### src/rtl/pe_pkg.sv
package pe_pkg;
  localparam int SLOT_W = 4;
  localparam int SLOTS  = 1 << SLOT_W;
  localparam int DATA_W = 32;

  typedef enum logic [2:0] {
    OP_ADD  = 3'd0,
    OP_SUB  = 3'd1,
    OP_AND  = 3'd2,
    OP_OR   = 3'd3,
    OP_XOR  = 3'd4,
    OP_PASS = 3'd5
  } peOp_e;

  typedef struct packed {
    logic              remote;
    logic [SLOT_W-1:0] slot;
    logic              sel;
  } peDest_t;

  typedef struct packed {
    logic [SLOT_W-1:0] slot;
    logic              sel;
    logic [DATA_W-1:0] data;
  } peMsg_t;

  // datapath -> control
  typedef struct packed {
    logic              conflict;
    logic              becomesReady;
    logic [SLOT_W-1:0] inSlot;
    logic [1:0]        destCnt;
    logic              curLocal;
  } peStatus_t;

  // control -> datapath
  typedef struct packed {
    logic              takeLocal;
    logic              takeNet;
    logic              matchTake;
    logic              pop;
    logic [SLOT_W-1:0] popSlot;
    logic              moveEx;
    logic              emitLocal;
  } peStrobe_t;
endpackage

### src/rtl/pe_datapath.sv
module pe_datapath
  import pe_pkg::*;
(
  input  logic              clk,
  input  logic              rstN,
  input  peStrobe_t         strb,
  input  logic              outIdx,
  output peStatus_t         stat,
  input  logic              cfgWe,
  input  logic [SLOT_W-1:0] cfgSlot,
  input  logic [2:0]        cfgOp,
  input  logic [1:0]        cfgDestCnt,
  input  peDest_t           cfgDest0,
  input  peDest_t           cfgDest1,
  input  peMsg_t            netMsg,
  output logic [SLOT_W-1:0] emitSlot,
  output logic              emitSel,
  output logic [DATA_W-1:0] emitData
);
  logic [2:0]        opTab   [SLOTS];
  logic [1:0]        cntTab  [SLOTS];
  peDest_t           destTab [SLOTS][2];
  logic [1:0]        pres    [SLOTS];
  logic [1:0]        presNext[SLOTS];
  logic [DATA_W-1:0] opnd    [SLOTS][2];

  peMsg_t            inMsg, localMsg;
  logic [DATA_W-1:0] exA, exB, resReg;
  logic [2:0]        exOp;
  logic [SLOT_W-1:0] exSlot, resSlot;
  logic [1:0]        inPres, inMask;
  logic [2:0]        inOp;
  peDest_t           curDest;

  function automatic logic fires(input logic [2:0] op, input logic [1:0] p);
    return (op <= 3'd4) ? (p[0] & p[1]) : p[0];
  endfunction

  function automatic logic [DATA_W-1:0] alu(input logic [2:0] op,
                                            input logic [DATA_W-1:0] a,
                                            input logic [DATA_W-1:0] b);
    case (op)
      OP_ADD:  return a + b;
      OP_SUB:  return a - b;
      OP_AND:  return a & b;
      OP_OR:   return a | b;
      OP_XOR:  return a ^ b;
      default: return a;
    endcase
  endfunction

  // match-stage decode of the token in the input register
  always_comb begin
    inPres            = pres[inMsg.slot];
    inOp              = opTab[inMsg.slot];
    inMask            = inMsg.sel ? 2'b10 : 2'b01;
    stat.conflict     = |(inPres & inMask);
    stat.becomesReady = !fires(inOp, inPres) && fires(inOp, inPres | inMask);
    stat.inSlot       = inMsg.slot;
    stat.destCnt      = cntTab[resSlot];
    curDest           = destTab[resSlot][outIdx];
    stat.curLocal     = !curDest.remote;
  end

  assign emitSlot = curDest.slot;
  assign emitSel  = curDest.sel;
  assign emitData = resReg;

  // presence: dispatch clears first, an accepted token then sets its bit
  always_comb begin
    for (int i = 0; i < SLOTS; i++) begin
      presNext[i] = pres[i];
      if (strb.pop && strb.popSlot == SLOT_W'(i)) presNext[i] = 2'b00;
      if (strb.matchTake && inMsg.slot == SLOT_W'(i)) presNext[i] = presNext[i] | inMask;
    end
  end

  always_ff @(posedge clk or negedge rstN) begin
    if (!rstN) begin
      for (int i = 0; i < SLOTS; i++) begin
        pres[i]       <= 2'b00;
        opTab[i]      <= OP_PASS;
        cntTab[i]     <= 2'd0;
        destTab[i][0] <= '0;
        destTab[i][1] <= '0;
      end
    end else begin
      for (int i = 0; i < SLOTS; i++) pres[i] <= presNext[i];
      if (cfgWe) begin
        opTab[cfgSlot]      <= cfgOp;
        cntTab[cfgSlot]     <= cfgDestCnt;
        destTab[cfgSlot][0] <= cfgDest0;
        destTab[cfgSlot][1] <= cfgDest1;
      end
    end
  end

  always_ff @(posedge clk) begin
    if (strb.matchTake) opnd[inMsg.slot][inMsg.sel] <= inMsg.data;
  end

  // pipeline registers: input, loop-back, execute, output
  always_ff @(posedge clk or negedge rstN) begin
    if (!rstN) begin
      inMsg    <= '0;
      localMsg <= '0;
      exA      <= '0;
      exB      <= '0;
      exOp     <= '0;
      exSlot   <= '0;
      resReg   <= '0;
      resSlot  <= '0;
    end else begin
      if (strb.takeLocal)    inMsg <= localMsg;
      else if (strb.takeNet) inMsg <= netMsg;
      if (strb.emitLocal) localMsg <= '{slot: curDest.slot, sel: curDest.sel, data: resReg};
      if (strb.pop) begin
        exA    <= opnd[strb.popSlot][0];
        exB    <= opnd[strb.popSlot][1];
        exOp   <= opTab[strb.popSlot];
        exSlot <= strb.popSlot;
      end
      if (strb.moveEx) begin
        resReg  <= alu(exOp, exA, exB);
        resSlot <= exSlot;
      end
    end
  end
endmodule

### src/rtl/pe_ctrl.sv
module pe_ctrl
  import pe_pkg::*;
#(
  parameter int QUEUE_DEPTH = 8
) (
  input  logic                               clk,
  input  logic                               rstN,
  input  logic                               netValid,
  output logic                               netReady,
  input  peStatus_t                          stat,
  output peStrobe_t                          strb,
  output logic                               outIdx,
  output logic                               remoteEmit,
  output logic                               localPending,
  output logic                               qPush,
  output logic [$clog2(QUEUE_DEPTH+1)-1:0]   qCount
);
  localparam int QW = (QUEUE_DEPTH > 1) ? $clog2(QUEUE_DEPTH) : 1;
  localparam int CW = $clog2(QUEUE_DEPTH + 1);

  logic              inValid, localValid, exValid, outValid;
  logic [SLOT_W-1:0] qMem [QUEUE_DEPTH];
  logic [QW-1:0]     rdPtr, wrPtr;
  logic [CW-1:0]     count;

  logic canEmit, lastDest, emitNow, outDone, outFree, moveEx, exFree;
  logic pop, room, matchTake, inFree, takeLocal, takeNet;

  function automatic logic [QW-1:0] bump(input logic [QW-1:0] p);
    return (p == QW'(QUEUE_DEPTH - 1)) ? '0 : p + 1'b1;
  endfunction

  always_comb begin
    canEmit   = (stat.destCnt == 2'd0) || !stat.curLocal || !localValid;
    lastDest  = outIdx || (stat.destCnt <= 2'd1);
    emitNow   = outValid && (stat.destCnt != 2'd0) && canEmit;
    outDone   = outValid && canEmit && lastDest;
    outFree   = !outValid || outDone;
    moveEx    = exValid && outFree;
    exFree    = !exValid || moveEx;
    pop       = (count != '0) && exFree;
    room      = (count < CW'(QUEUE_DEPTH)) || pop;
    matchTake = inValid && !stat.conflict && (!stat.becomesReady || room);
    qPush     = matchTake && stat.becomesReady;
    inFree    = !inValid || matchTake;
    takeLocal = localValid && inFree;
    takeNet   = netValid && inFree && !localValid;
  end

  assign netReady     = inFree && !localValid;
  assign remoteEmit   = emitNow && !stat.curLocal;
  assign localPending = localValid;
  assign qCount       = count;

  assign strb.takeLocal = takeLocal;
  assign strb.takeNet   = takeNet;
  assign strb.matchTake = matchTake;
  assign strb.pop       = pop;
  assign strb.popSlot   = qMem[rdPtr];
  assign strb.moveEx    = moveEx;
  assign strb.emitLocal = emitNow && stat.curLocal;

  always_ff @(posedge clk or negedge rstN) begin
    if (!rstN) begin
      inValid    <= 1'b0;
      localValid <= 1'b0;
      exValid    <= 1'b0;
      outValid   <= 1'b0;
      outIdx     <= 1'b0;
      rdPtr      <= '0;
      wrPtr      <= '0;
      count      <= '0;
    end else begin
      inValid    <= takeLocal || takeNet || (inValid && !matchTake);
      localValid <= (emitNow && stat.curLocal) || (localValid && !takeLocal);
      exValid    <= pop || (exValid && !moveEx);
      outValid   <= moveEx || (outValid && !outDone);
      if (moveEx)       outIdx <= 1'b0;
      else if (emitNow) outIdx <= 1'b1;
      if (qPush) wrPtr <= bump(wrPtr);
      if (pop)   rdPtr <= bump(rdPtr);
      case ({qPush, pop})
        2'b10:   count <= count + 1'b1;
        2'b01:   count <= count - 1'b1;
        default: count <= count;
      endcase
    end
  end

  always_ff @(posedge clk) begin
    if (qPush) qMem[wrPtr] <= stat.inSlot;
  end
endmodule

### src/rtl/operand_match_pe.sv
module operand_match_pe
  import pe_pkg::*;
#(
  parameter int QUEUE_DEPTH = 8
) (
  input  logic              clk,
  input  logic              rstN,
  input  logic              cfgWe,
  input  logic [SLOT_W-1:0] cfgSlot,
  input  logic [2:0]        cfgOp,
  input  logic [1:0]        cfgDestCnt,
  input  logic [SLOT_W+1:0] cfgDest0,
  input  logic [SLOT_W+1:0] cfgDest1,
  input  logic              netValid,
  output logic              netReady,
  input  logic [SLOT_W-1:0] netSlot,
  input  logic              netSel,
  input  logic [DATA_W-1:0] netData,
  output logic              outValid,
  output logic [SLOT_W-1:0] outSlot,
  output logic              outSel,
  output logic [DATA_W-1:0] outData
);
  localparam int CW = $clog2(QUEUE_DEPTH + 1);

  peStrobe_t     strb;
  peStatus_t     stat;
  logic          outIdx, localPending, qPush;
  logic [CW-1:0] qCount;

  pe_ctrl #(.QUEUE_DEPTH(QUEUE_DEPTH)) u_ctrl (
    .clk(clk), .rstN(rstN), .netValid(netValid), .netReady(netReady),
    .stat(stat), .strb(strb), .outIdx(outIdx), .remoteEmit(outValid),
    .localPending(localPending), .qPush(qPush), .qCount(qCount)
  );

  pe_datapath u_dp (
    .clk(clk), .rstN(rstN), .strb(strb), .outIdx(outIdx), .stat(stat),
    .cfgWe(cfgWe), .cfgSlot(cfgSlot), .cfgOp(cfgOp), .cfgDestCnt(cfgDestCnt),
    .cfgDest0(peDest_t'(cfgDest0)), .cfgDest1(peDest_t'(cfgDest1)),
    .netMsg('{slot: netSlot, sel: netSel, data: netData}),
    .emitSlot(outSlot), .emitSel(outSel), .emitData(outData)
  );
endmodule

### config.mk
export PLATFORM = sky130hd
export DESIGN_NAME = operand_match_pe
export DESIGN_NICKNAME = d
export VERILOG_FILES = /design/src/rtl/pe_pkg.sv /design/src/rtl/pe_datapath.sv /design/src/rtl/pe_ctrl.sv /design/src/rtl/operand_match_pe.sv
export SDC_FILE = /design/constraint.sdc
export NUM_CORES = 2
export LEC_CHECK = 0
export BUFFER_PORTS_ARGS = -buffer_cell sky130_fd_sc_hd__buf_2
export CAP_MARGIN = 40
export CELL_PAD_IN_SITES_DETAIL_PLACEMENT = 1
export CELL_PAD_IN_SITES_GLOBAL_PLACEMENT = 2
export CORE_ASPECT_RATIO = 0.75
export CORE_MARGIN = 4
export CORE_UTILIZATION = 23
export CTS_BUF_LIST = sky130_fd_sc_hd__clkbuf_4
export DETAILED_ROUTE_END_ITERATION = 16
export GPL_TIMING_DRIVEN = 0
export PLACE_DENSITY_LB_ADDON = 0.1
export SYNTH_ARGS = -nofsm -noshare
export SYNTH_HDL_FRONTEND = slang
export SYNTH_SLANG_ARGS = --single-unit
### constraint.sdc
create_clock -name clk -period 5.45 [get_ports clk]
set_clock_uncertainty 0.2 [all_clocks]
set_input_delay 1.3625 -clock clk [delete_from_list [all_inputs] [get_ports clk]]
set_output_delay 1.3625 -clock clk [all_outputs]
set_load 0.05 [all_outputs]
==> run_summary.xml <==
<?xml version="1.0" encoding="UTF-8"?>
<metrics>
  <group name="yosys">
    <metric name="synth_edf_count" unit="">1056</metric>
    <metric name="ys_dominant_reg_cell" unit="">sky130_fd_sc_hd__edfxtp_1</metric>
    <metric name="netlist_instances" unit="">5128</metric>
    <metric name="synth_fp_nets" unit="">5294</metric>
    <metric name="ffs_w_async_s_r_synth" unit="%">32.13</metric>
    <metric name="ys_types" unit="">76</metric>
    <metric name="syn_area" unit="µm²">68260</metric>
    <metric name="yosys_register_bits" unit="">1556</metric>
    <metric name="count_of_synthesis_stage_warnings_from_yosys" unit="">0</metric>
    <metric name="ys_seq_area_share" unit="%">64.84</metric>
    <metric name="synth_area_per_cell" unit="µm²">13.31</metric>
  </group>
  <group name="sta">
    <metric name="grt_setup_unrepaired" unit="">yes</metric>
    <metric name="tightestPinTransition" unit="ns">1.021</metric>
    <metric name="setup_violations" unit="">1</metric>
    <metric name="drv_slew" unit="">0</metric>
    <metric name="relSlewSlack" unit="%">31.93</metric>
    <metric name="final_critical_path_time_including_i_o_delays_and_setup" unit="ns">5.813</metric>
    <metric name="timing.final.crit_share" unit="%">106.7</metric>
    <metric name="final_hold_viol_count" unit="">0</metric>
    <metric name="finalHoldWorstSlack" unit="ns">0.2187</metric>
    <metric name="setup_ws" unit="ns">-0.3635</metric>
    <metric name="maxClockFrequency" unit="MHz">172.0</metric>
  </group>
  <group name="clock_tree">
    <metric name="clkSinkCount" unit="">1556</metric>
    <metric name="clkTransAtPathRegs" unit="ns">0.07</metric>
    <metric name="tritoncts" unit="">yes</metric>
    <metric name="clock_tree.root_cell" unit="">sky130_fd_sc_hd__clkbuf_4</metric>
    <metric name="cts-buffers-inserted" unit="">440</metric>
    <metric name="clock_latency_on_the_worst_skew_pair" unit="ns">1.31</metric>
    <metric name="cts_htree_levels" unit="">5</metric>
    <metric name="cts_max_path_buffers" unit="">4</metric>
  </group>
  <group name="setup_path">
    <metric name="arrival" unit="ns">4.25</metric>
    <metric name="r2r_depth" unit="">16</metric>
    <metric name="setup.worst_path.start_class" unit="">flip-flop</metric>
    <metric name="r2r_slack" unit="ns">0.18</metric>
    <metric name="end_kind" unit="">output pin</metric>
    <metric name="critical_path.n_buffers_inverters" unit="">3</metric>
    <metric name="worstPathMaxFanout" unit="">5</metric>
    <metric name="reg2reg_to" unit="">u_dp.emitData[31]</metric>
    <metric name="worstPathRequired" unit="ns">3.89</metric>
    <metric name="crit_slowest_cell" unit="">sky130_fd_sc_hd__mux4_2</metric>
    <metric name="cp_cell_sequence" unit="">buf_12 &gt; mux4_2 &gt; a22o_1 &gt; a221oi_4 &gt; a31oi_1 &gt; buf_4 &gt; o21a_1 &gt; o2111a_2 &gt; o21a_4 &gt; nor2_4 &gt; buf_8</metric>
    <metric name="criticalPathCategory" unit="">flip-flop to output pin</metric>
    <metric name="regToRegStartpoint" unit="">u_dp.exB[5]</metric>
    <metric name="path_delay_family" unit="">compound AO/OA/AOI/OAI gates</metric>
    <metric name="cp_slowest_stage_delay" unit="ns">0.55</metric>
  </group>
  <group name="routing">
    <metric name="top_layer_used" unit="">met5</metric>
    <metric name="route.detailed.vias_per_inst" unit="">4.766</metric>
    <metric name="met2_length" unit="µm">126700</metric>
    <metric name="vias" unit="">48770</metric>
    <metric name="drt.antenna.violating_nets" unit="">0</metric>
    <metric name="met3_length" unit="µm">15490</metric>
    <metric name="wl" unit="µm">311600</metric>
    <metric name="routedWlPerCell" unit="µm">30.45</metric>
    <metric name="drt_pre_antenna_iters" unit="">5</metric>
    <metric name="drt_drc_violations_left" unit="">0</metric>
    <metric name="routedLengthMet1" unit="µm">163700</metric>
    <metric name="iteration_0_drc_markers" unit="">3400</metric>
  </group>
  <group name="floorplanning">
    <metric name="io-pin-count" unit="">101</metric>
    <metric name="die_area" unit="µm²">305700</metric>
    <metric name="fp-row-count" unit="">172</metric>
    <metric name="fp.dieW" unit="µm">637.1</metric>
    <metric name="core-area" unit="µm²">294200</metric>
    <metric name="fp.dieH" unit="µm">479.8</metric>
    <metric name="initial_core_util" unit="%">23.20</metric>
  </group>
  <group name="finish">
    <metric name="seq_area" unit="µm²">44320</metric>
    <metric name="finish.cell_count_without_fillers" unit="">10230</metric>
    <metric name="drive_above_1_share" unit="%">27.50</metric>
    <metric name="mostFrequentLayoutCells" unit="">1056 x sky130_fd_sc_hd__edfxtp_1, 736 x sky130_fd_sc_hd__nand2_1, 679 x sky130_fd_sc_hd__clkbuf_4</metric>
    <metric name="final_common_cell" unit="">sky130_fd_sc_hd__edfxtp_1</metric>
    <metric name="nNetsFinal" unit="">6133</metric>
    <metric name="area_growth_syn_to_layout" unit="%">23.06</metric>
    <metric name="multi_input_area" unit="µm²">22660</metric>
    <metric name="num-fill-cells" unit="">31980</metric>
    <metric name="finish.utilization" unit="%">28.56</metric>
  </group>
  <group name="global_route">
    <metric name="globalRouteOverflowTotal" unit="">0</metric>
    <metric name="pin_count_of_the_biggest_net_entering_global_routing" unit="">101</metric>
    <metric name="groute.usage.overall" unit="%">20.01</metric>
    <metric name="antenna_violations_before_repair" unit="">36</metric>
    <metric name="grt_pass1_vias" unit="">50480</metric>
    <metric name="grt_first_pass_wirelength" unit="µm">429100</metric>
  </group>
  <group name="place">
    <metric name="routabilityCongestion" unit="">0.7909</metric>
    <metric name="post-place-cells" unit="">9406</metric>
    <metric name="post-dp-hpwl" unit="µm">240300</metric>
    <metric name="port_buffers" unit="">99</metric>
    <metric name="place_ws" unit="ns">-1.198</metric>
  </group>
  <group name="run_status">
    <metric name="status" unit="">finished, violations left</metric>
    <metric name="failing_checks" unit="">negative setup slack</metric>
  </group>
  <group name="hold_path">
    <metric name="worstHoldPathCells" unit="">2</metric>
    <metric name="worst_hold_path.endpoint" unit="">u_dp.destTab[72]</metric>
    <metric name="holdCritPathClass" unit="">primary input to flip-flop</metric>
    <metric name="hold_start" unit="">cfgDest1[0]</metric>
  </group>
  <group name="job">
    <metric name="cap_violations" unit="">0</metric>
  </group>
</metrics>
[sequential cells by signal, summed over array words and instances, names as in the netlist, 4 cells and up]
name / flops
u_dp.emitData: 32
u_dp.exSlot: 4
u_dp.exA: 32
u_dp.pres: 32
u_dp.inMsg: 33
u_dp.cntTab: 32
u_dp.localMsg: 37
u_dp.destTab: 192
u_ctrl.qCount: 4
u_dp.exB: 32
u_dp.opTab: 48
u_dp.resSlot: 4
u_dp.stat: 4
u_ctrl.qMem: 32
u_dp.opnd: 1024
[worst register-to-register path, stage by stage, from the launching register on]
cell and delay (ns):
sky130_fd_sc_hd__dfrtp_4 0.59, sky130_fd_sc_hd__or4_4 0.64, sky130_fd_sc_hd__nor4b_4 0.46, sky130_fd_sc_hd__buf_4 0.18, sky130_fd_sc_hd__nor3b_4 0.21, sky130_fd_sc_hd__buf_4 0.18, sky130_fd_sc_hd__a41oi_1 0.14, sky130_fd_sc_hd__xnor2_1 0.17
sky130_fd_sc_hd__ha_1 0.25, sky130_fd_sc_hd__or2_2 0.37, sky130_fd_sc_hd__a2111oi_1 0.37, sky130_fd_sc_hd__o211ai_1 0.28, sky130_fd_sc_hd__o221a_2 0.38, sky130_fd_sc_hd__o31ai_4 0.26, sky130_fd_sc_hd__xnor2_2 0.15, sky130_fd_sc_hd__o21ai_2 0.22
sky130_fd_sc_hd__o21ai_1 0.08
[area by class of cell]
| class | instances | share of cell area (%) |
|---|---|---|
| repair buffers | 402 | 5.340 |
| clock inverters | 98 | 0.6330 |
| clock buffers | 679 | 6.068 |
| plain buffers | 379 | 1.972 |
| well taps | 3915 | 5.831 |
| flip-flops and latches | 1556 | 52.76 |
| inverters | 85 | 0.3798 |
| diodes | 15 | 0.04468 |
| multi-input cells | 3103 | 26.97 |
[Yosys cell counts (9+ instances only)]
cell type                  number  area share (%)
sky130_fd_sc_hd__a31oi_1      184             1.7
sky130_fd_sc_hd__nor3_1        30            0.22
sky130_fd_sc_hd__clkbuf_1     313             1.7
sky130_fd_sc_hd__a21o_1        45            0.49
sky130_fd_sc_hd__ha_1         103             1.9
sky130_fd_sc_hd__nand3_1       50            0.37
sky130_fd_sc_hd__o21a_1        31            0.34
sky130_fd_sc_hd__or3_1         11            0.10
sky130_fd_sc_hd__o31ai_1       72            0.79
sky130_fd_sc_hd__buf_2         33            0.24
sky130_fd_sc_hd__buf_1         32            0.18
sky130_fd_sc_hd__xor2_1        13            0.17
sky130_fd_sc_hd__o211ai_1      41            0.45
sky130_fd_sc_hd__nor2b_1       45            0.41
sky130_fd_sc_hd__o21ai_0       93            0.68
sky130_fd_sc_hd__nand2b_1      13            0.12
sky130_fd_sc_hd__mux4_2        82             2.7
sky130_fd_sc_hd__nand2_1      738             4.1
sky130_fd_sc_hd__nor2_1       106            0.58
sky130_fd_sc_hd__a311oi_1     134             1.7
sky130_fd_sc_hd__xnor2_1       50            0.64
sky130_fd_sc_hd__dfstp_2       32             1.2
sky130_fd_sc_hd__a21oi_1       67            0.49
sky130_fd_sc_hd__mux2_2       322             5.3
sky130_fd_sc_hd__edfxtp_1    1056              46
sky130_fd_sc_hd__and2_1       274             2.5
sky130_fd_sc_hd__inv_1         83            0.46
sky130_fd_sc_hd__mux2i_1       20            0.29
sky130_fd_sc_hd__a211oi_1     409             4.5
sky130_fd_sc_hd__a22oi_1        9           0.099
sky130_fd_sc_hd__o22ai_1       27            0.25
sky130_fd_sc_hd__nand4_1       13            0.12
sky130_fd_sc_hd__dfrtp_1      468              17
[layer usage]
metal	GRT usage, %	up-vias
met3	3.497	347
met2	28.25	1208
met4	4.274	6
met5	0	-
met1	31.42	25800
li1	-	21410
[how the worst max path moves through the flow]
stage | startpoint | slack, ns | endpoint | cells after the start
finish | u_dp.stat[3] | -0.36 | netReady | 11
global route | u_dp.stat[3] | -0.54 | netReady | 11
CTS | u_dp.stat[3] | -0.54 | netReady | 12
detailed placement | u_dp.exB[5] | -1.20 | u_dp.emitData[31] | 16
global placement | rstN | -9.43 | u_dp.localMsg[4] | 1
floorplan | u_dp.stat[3] | 0.002 | u_dp.opnd[0][32] | 9
[kinds of logic (layout without fill, tap and decap cells)]
logic type               count (synthesis)  count (layout)  share of synthesized area [%]
flip-flops                            1556            1556                          64.84
AND/OR/NAND/NOR                       1338            1338                          9.134
AO/OA/AOI/OAI                         1174            1174                          12.30
buffers and inverters                  469            1643                          2.689
multiplexers                           424             424                          8.311
adder cells (fa/ha/maj)                104             104                          1.917
XOR/XNOR                                63              63                         0.8083
other                                    0              15                              0
[metrics by stage]
stage	setup TNS, ns	area, µm²
floorplan	0	68260
global placement	-8227.17	73660
detailed placement	-49.87	77420
CTS	-0.8074	83750
global route	-0.7916	83980
finish	-0.3635	84010
[what timing repair did]
action / in CTS / in global routing
hold buffers: 1 / 0
hold endpoints to repair: 58 / 0
pin swaps: 10 / 12
setup endpoints to repair: 363 / 17
gates resized for setup: 128 / 31
gates cloned: 1 / 0
setup buffers: 26 / 6
Power is not shown: default switching activity piles up to over one toggle a cycle in this logic, so the estimate is an artifact.
